$ cat config.mk
export PLATFORM = sky130hd
export DESIGN_NAME = aps_byte_inserter
export DESIGN_NICKNAME = d
export VERILOG_FILES = /design/src/rtl/aps_ins_pkg.sv /design/src/rtl/aps_ctrl_sampler.sv /design/src/rtl/rdi_hold_timer.sv /design/src/rtl/k_byte_merge.sv /design/src/rtl/aps_byte_inserter.sv
export SDC_FILE = /design/constraint.sdc
export NUM_CORES = 1
export LEC_CHECK = 0
export BUFFER_PORTS_ARGS = -buffer_cell sky130_fd_sc_hd__buf_4
export CAP_MARGIN = 20
export CORE_MARGIN = 2
export CORE_UTILIZATION = 25
export CTS_CLUSTER_DIAMETER = 80
export CTS_CLUSTER_SIZE = 24
export DETAILED_ROUTE_END_ITERATION = 16
export GPL_ROUTABILITY_DRIVEN = 1
export GPL_TIMING_DRIVEN = 0
export PLACE_DENSITY = 0.52
export SLEW_MARGIN = 20
export SYNTH_ARGS = -nofsm -noshare
export SYNTH_HDL_FRONTEND = slang
export SYNTH_HIERARCHICAL = 1
export SYNTH_SLANG_ARGS = --single-unit
$ cat constraint.sdc
create_clock -name clk -period 2.25 [get_ports clk]
set_input_delay 0.3375 -clock clk [delete_from_list [all_inputs] [get_ports clk]]
set_output_delay 0.3375 -clock clk [all_outputs]
set_load 0.01 [all_outputs]
$ cat src/rtl/aps_ins_pkg.sv
package aps_ins_pkg;

    localparam int BYTE_W      = 8;
    localparam int NUM_DEFECTS = 5;
    localparam int PROG_W      = 2 * BYTE_W;
    localparam int MODE_W      = 3;
    localparam logic [MODE_W-1:0] RDI_LINE_CODE = 3'b110;

    // Bit positions of the defect vector
    typedef enum int {
        DEF_FAR_AIS = 0,
        DEF_SIG_FAIL = 1,
        DEF_LOF = 2,
        DEF_LOS = 3,
        DEF_TRACE_MISMATCH = 4
    } defect_idx_e;

    // Controls captured once per frame
    typedef struct packed {
        logic [PROG_W-1:0] prog;
        logic              aps_ins;
        logic              mode_ins;
    } frame_ctrl_t;

    typedef enum logic [1:0] {
        K2SRC_PASS = 2'd0,
        K2SRC_PROG = 2'd1,
        K2SRC_RDI  = 2'd2
    } k2_src_e;

    function automatic k2_src_e pick_k2_src(input logic rdi_on, input logic mode_ins);
        if (rdi_on)        return K2SRC_RDI;
        else if (mode_ins) return K2SRC_PROG;
        else               return K2SRC_PASS;
    endfunction

    function automatic logic [BYTE_W-1:0] build_k1(input frame_ctrl_t c,
                                                   input logic [BYTE_W-1:0] din);
        return c.aps_ins ? c.prog[PROG_W-1:BYTE_W] : din;
    endfunction

    function automatic logic [BYTE_W-1:0] build_k2(input frame_ctrl_t c,
                                                   input k2_src_e src,
                                                   input logic [BYTE_W-1:0] din);
        logic [BYTE_W-1:0] r;
        r[BYTE_W-1:MODE_W] = c.aps_ins ? c.prog[BYTE_W-1:MODE_W] : din[BYTE_W-1:MODE_W];
        case (src)
            K2SRC_RDI:  r[MODE_W-1:0] = RDI_LINE_CODE;
            K2SRC_PROG: r[MODE_W-1:0] = c.prog[MODE_W-1:0];
            default:    r[MODE_W-1:0] = din[MODE_W-1:0];
        endcase
        return r;
    endfunction

endpackage

$ cat src/rtl/aps_ctrl_sampler.sv
module aps_ctrl_sampler
    import aps_ins_pkg::*;
(
    input  logic                   clk,
    input  logic                   rst,
    input  logic                   sof,
    input  logic [PROG_W-1:0]      prog_k1k2,
    input  logic                   aps_ins,
    input  logic                   mode_ins,
    input  logic [NUM_DEFECTS-1:0] defect,
    input  logic [NUM_DEFECTS-1:0] defect_en,
    input  logic                   rdi_auto_en,
    output frame_ctrl_t            ctrl_q,
    output logic                   trig
);

    logic [NUM_DEFECTS-1:0] masked;

    generate
        for (genvar i = 0; i < NUM_DEFECTS; i++) begin : g_mask
            assign masked[i] = defect[i] & defect_en[i];
        end
    endgenerate

    // Trigger is presented with sof; the timer latches it on the same edge
    assign trig = rdi_auto_en & (|masked);

    always_ff @(posedge clk) begin
        if (rst) begin
            ctrl_q <= '0;
        end else if (sof) begin
            ctrl_q.prog     <= prog_k1k2;
            ctrl_q.aps_ins  <= aps_ins;
            ctrl_q.mode_ins <= mode_ins;
        end
    end

    a_r8_ctrl_frozen: assert property (@(posedge clk) disable iff (rst)
        !sof |=> $stable(ctrl_q));

endmodule

$ cat src/rtl/rdi_hold_timer.sv
module rdi_hold_timer #(
    parameter int HOLD_FRAMES = 20
) (
    input  logic clk,
    input  logic rst,
    input  logic sof,
    input  logic trig,
    input  logic auto_en,
    output logic rdi_on
);

    localparam int CNT_W = $clog2(HOLD_FRAMES + 1);
    localparam logic [CNT_W-1:0] HOLD_LOAD = CNT_W'(HOLD_FRAMES);

    logic [CNT_W-1:0] hold_cnt;

    always_ff @(posedge clk) begin
        if (rst) begin
            hold_cnt <= '0;
        end else if (sof) begin
            if (!auto_en)
                hold_cnt <= '0;
            else if (trig)
                hold_cnt <= HOLD_LOAD;
            else if (hold_cnt != '0)
                hold_cnt <= hold_cnt - 1'b1;
        end
    end

    assign rdi_on = (hold_cnt != '0);

    a_r6_only_at_frame: assert property (@(posedge clk) disable iff (rst)
        !sof |=> $stable(hold_cnt));
    a_r6_restart_full: assert property (@(posedge clk) disable iff (rst)
        (sof && trig && auto_en) |=> (hold_cnt == HOLD_LOAD));
    a_r7_auto_release: assert property (@(posedge clk) disable iff (rst)
        (sof && !auto_en) |=> !rdi_on);

endmodule

$ cat src/rtl/k_byte_merge.sv
module k_byte_merge
    import aps_ins_pkg::*;
(
    input  logic              clk,
    input  logic              rst,
    input  logic              k1_pos,
    input  logic              k2_pos,
    input  logic [BYTE_W-1:0] data_in,
    input  frame_ctrl_t       ctrl_q,
    input  logic              rdi_on,
    output logic [BYTE_W-1:0] data_out
);

    k2_src_e           src;
    logic [BYTE_W-1:0] next_byte;

    always_comb begin
        src = pick_k2_src(rdi_on, ctrl_q.mode_ins);
        if (k1_pos)
            next_byte = build_k1(ctrl_q, data_in);
        else if (k2_pos)
            next_byte = build_k2(ctrl_q, src, data_in);
        else
            next_byte = data_in;
    end

    always_ff @(posedge clk) begin
        if (rst) data_out <= '0;
        else     data_out <= next_byte;
    end

    a_r1_passthru: assert property (@(posedge clk) disable iff (rst)
        (!k1_pos && !k2_pos) |=> (data_out == $past(data_in)));
    a_r2_k1_prog: assert property (@(posedge clk) disable iff (rst)
        (k1_pos && ctrl_q.aps_ins) |=> (data_out == $past(ctrl_q.prog[PROG_W-1:BYTE_W])));

endmodule

$ cat src/rtl/aps_byte_inserter.sv
module aps_byte_inserter
    import aps_ins_pkg::*;
#(
    parameter int HOLD_FRAMES = 20
) (
    input  logic                   clk,
    input  logic                   rst,
    input  logic                   sof,
    input  logic                   k1_pos,
    input  logic                   k2_pos,
    input  logic [BYTE_W-1:0]      data_in,
    input  logic [PROG_W-1:0]      prog_k1k2,
    input  logic                   aps_ins,
    input  logic                   mode_ins,
    input  logic                   rdi_auto_en,
    input  logic [NUM_DEFECTS-1:0] defect,
    input  logic [NUM_DEFECTS-1:0] defect_en,
    output logic [BYTE_W-1:0]      data_out
);

    frame_ctrl_t ctrl_q;
    logic        trig;
    logic        rdi_on;

    aps_ctrl_sampler u_sampler (
        .clk         (clk),
        .rst         (rst),
        .sof         (sof),
        .prog_k1k2   (prog_k1k2),
        .aps_ins     (aps_ins),
        .mode_ins    (mode_ins),
        .defect      (defect),
        .defect_en   (defect_en),
        .rdi_auto_en (rdi_auto_en),
        .ctrl_q      (ctrl_q),
        .trig        (trig)
    );

    rdi_hold_timer #(.HOLD_FRAMES(HOLD_FRAMES)) u_timer (
        .clk     (clk),
        .rst     (rst),
        .sof     (sof),
        .trig    (trig),
        .auto_en (rdi_auto_en),
        .rdi_on  (rdi_on)
    );

    k_byte_merge u_merge (
        .clk      (clk),
        .rst      (rst),
        .k1_pos   (k1_pos),
        .k2_pos   (k2_pos),
        .data_in  (data_in),
        .ctrl_q   (ctrl_q),
        .rdi_on   (rdi_on),
        .data_out (data_out)
    );

    a_r4_rdi_code: assert property (@(posedge clk) disable iff (rst)
        (k2_pos && rdi_on) |=> (data_out[MODE_W-1:0] == RDI_LINE_CODE));
    a_r9_reset_out: assert property (@(posedge clk)
        rst |=> (data_out == '0));

endmodule

==> results.py <==
metrics = {
    "status": {
        "outcome": "complete, no violations",
    },
    "placed_design": {
        "dp_hpwl_um": 2500,
        "port-buffer-count": 49,
        "routabilityCongestion": 0.778,
        "dp_slack_ns": 0.267,
        "dpl_cell_area_um2": 1830,
        "dp_cells": 262,
    },
    "worst_setup_path": {
        "cp_slowest_cell": "or4_1",
        "worstPathCellList": "inv_1, ha_1, or4b_1, clkbuf_2, or4_1, o311a_1",
        "endpoint_kind": "flop",
        "reg2regPathDepth": 6,
        "max_stage_delay_ns": 0.52,
        "critPathBufInv": 2,
        "crit_type": "flop to flop",
        "r2r-end": "u_merge/data_out[2]$_SDFF_PP0_",
        "cp.arrival_ns": 2.17,
        "cp-start-kind": "flop",
        "reg2reg_setup_slack_ns": 0.25,
        "cp-startpoint": "u_timer/hold_cnt[0]$_SDFFE_PP0P_",
        "rr_startpoint": "u_timer/hold_cnt[0]$_SDFFE_PP0P_",
        "crit_cells": 6,
        "worstSetupEndpoint": "u_merge/data_out[2]$_SDFF_PP0_",
        "cp.required_ns": 2.42,
        "cp_max_fo": 8,
        "cp_top_family": "simple AND/OR/NAND/NOR gates",
    },
    "cts": {
        "clk_latency_ns": 0.29,
        "cts_made_buffers": 5,
        "cts.clk_slew.worst_paths_ns": 0.07,
        "clockRootBuffer": "clkbuf_8",
        "cts_tree": "done",
        "postCtsSetupRepairBufs": 0,
        "clock_path_buffers": 2,
        "cts-htree-levels": 2,
        "cts.repair.resized": 0,
        "clkSinkCount": 31,
        "ctsHoldBuffers": 0,
    },
    "floorplan": {
        "start_util_pct": 25.5,
        "die_w_um": 78.2,
        "ios": 50,
        "coreArea_um2": 5410,
        "dieArea_um2": 6110,
        "chipHeight_um": 78.2,
        "num_rows": 27,
    },
    "final_layout": {
        "seq_area_um2": 621,
        "nNetsFinal": 240,
        "finish.utilization_pct": 36.0,
        "syn2layout_area_growth_pct": 41.5,
        "final_cells": 270,
        "drive_gt1_share_pct": 32.8,
        "fillers": 588,
        "diodes": 0,
        "final_area_um2": 1950,
        "multi_input_area_um2": 674,
    },
    "grt": {
        "grt_max_degree": 12,
        "met1_usage_pct": 16.0,
        "grt_pass1_wl_um": 5460,
        "first_global_vias": 1149,
        "grt_util_met2_pct": 16.6,
        "gr-total-overflow": 0,
        "track_usage_pct": 11.5,
        "antenna_found_initial": 0,
        "met3_usage_pct": 3.56,
        "top_usage_layer": "met2",
    },
    "yosys": {
        "syn_inst": 141,
        "syn_avg_cell_area_um2": 9.76,
        "ys_types": 35,
        "synth_warnings": 6,
        "syn_nets": 184,
        "synth.yosys.seq_area_share_pct": 45.1,
        "synth_area_um2": 1380,
        "ys_ff_latch": 31,
    },
    "routing": {
        "dr_total_vias": 1200,
        "drcViolationCount": 0,
        "final_antenna_net_count": 0,
        "drtIter0Drc": 61,
        "post_drt_wl_per_cell_um": 12.1,
        "routed_wl_um": 3270,
        "post_drt_via_cell_ratio": 4.44,
        "first_pass_iters": 6,
    },
    "sta": {
        "rsz0062_at_grt": "false",
        "fin_ws_ns": 0.252,
        "fin_crit_ns": 2.00,
        "setup_viol": 0,
        "tightest_slew_ns": 0.469,
        "slew_viol_final": 0,
        "finalCritPeriodShare_pct": 88.8,
        "finalClockSkew_ns": 0.0117,
        "finalHoldViolations": 0,
        "slew_headroom_pct": 68.5,
        "max_freq_mhz": 501,
        "hold_slack_ns": 0.285,
        "tns_ns": 0,
    },
    "hold_path": {
        "hp-class": "primary input to flop",
        "hold_start": "prog_k1k2[3]",
    },
    "pwr": {
        "p_total_mw": 1.36,
        "p_leak_nw": 0.875,
        "peakVddDrop_mv": 0.296,
        "power.density_nw_per_um2": 700,
    },
    "job": {
        "cap_violations": 0,
    },
}
## state kept, by name, indices dropped and copies added (netlist names)
signal	cells
u_merge/data_out	8
u_sampler/ctrl_q	18
u_timer/hold_cnt	5
## area by class of cell
| cell class | instances | share of cell area (%) |
|---|---|---|
| plain buffers | 8 | 3.21 |
| clock buffers | 5 | 3.53 |
| clock inverters | 3 | 2.25 |
| inverters | 5 | 0.964 |
| multi-input cells | 97 | 34.6 |
| flip-flops and latches | 31 | 31.9 |
| well taps | 72 | 4.63 |
| repair buffers | 49 | 18.9 |
## worst min-delay path, stage by stage
cell,delay [ns]
buf_4,0.08
mux2i_1,0.05
nor2_1,0.07
## layout by cell type (no fill, tap or decap), drive strengths merged, types with 4 or more instances in the layout
cell type,instances
dfxtp,31
clkbuf,7
nor2b,4
a211oi,5
nor2,27
inv,5
buf,55
a21oi,4
mux2i,22
## power by group
group          leakage, nW  total [mW]  switching, mW  internal (mW)
sequential           0.256       0.602         0.0188          0.583
clock               0.0581       0.545          0.215          0.329
combinational        0.561       0.216         0.0945          0.121
total                0.875        1.36          0.329           1.03
## worst min path at each step
| stage | end | slack, ns | cells after the start |
|---|---|---|---|
| final | u_sampler/ctrl_q[5]$_SDFFE_PP0P_ | 0.28 | 3 |
| after global routing | u_sampler/ctrl_q[5]$_SDFFE_PP0P_ | 0.28 | 3 |
| after CTS | u_sampler/ctrl_q[5]$_SDFFE_PP0P_ | 0.28 | 3 |
| after detailed placement | u_sampler/ctrl_q[1]$_SDFFE_PP0P_ | 0.48 | 2 |
| after global placement | u_sampler/ctrl_q[1]$_SDFFE_PP0P_ | 0.47 | 2 |
| after floorplan | u_timer/hold_cnt[4]$_SDFFE_PP0P_ | 0.41 | 1 |
## layer usage
layer | up-vias | share of wire (%) | wire, um
li1 | 619 | - | -
met1 | 551 | 48 | 1570
met2 | 26 | 46 | 1510
met3 | 4 | 4.4 | 143
met4 | 0 | 1.6 | 54
met5 | - | 0 | 0
## Yosys cell counts (all sizes together)
library cell	n	area (um^2)
a31oi	2	12.5
a211oi	5	37.5
nor3b	1	7.51
o311ai	2	17.5
o311a	2	20.0
or2b	2	15.0
nand2b	1	6.26
nor2	27	101
mux2i	22	220
a22oi	1	7.51
o31a	2	17.5
nand4	3	18.8
o21ai	1	5.00
dfxtp	31	621
nor2b	4	25.0
o22ai	3	18.8
o2bb2ai	2	17.5
inv	5	18.8
o31ai	2	15.0
buf	6	52.6
a222oi	1	10.0
ha	1	12.5
nor4	1	6.26
a21boi	1	7.51
or4	2	15.0
nand2	1	6.26
o21a	2	15.0
or4b	1	10.0
xor2	1	8.76
a21oi	4	20.0
clkbuf	2	10.0
## kinds of logic after synthesis
family / after synthesis / share of synthesized area [%]
and+or+nand+nor: 43 / 15.4
muxes: 22 / 16.0
xor gates and xnor gates: 1 / 0.636
buffers and inverters: 13 / 5.91
adders and majority gates: 1 / 0.909
DFF: 31 / 45.1
AOI/OAI and AO/OA: 30 / 16.1
(Power assumes the default switching activity.)
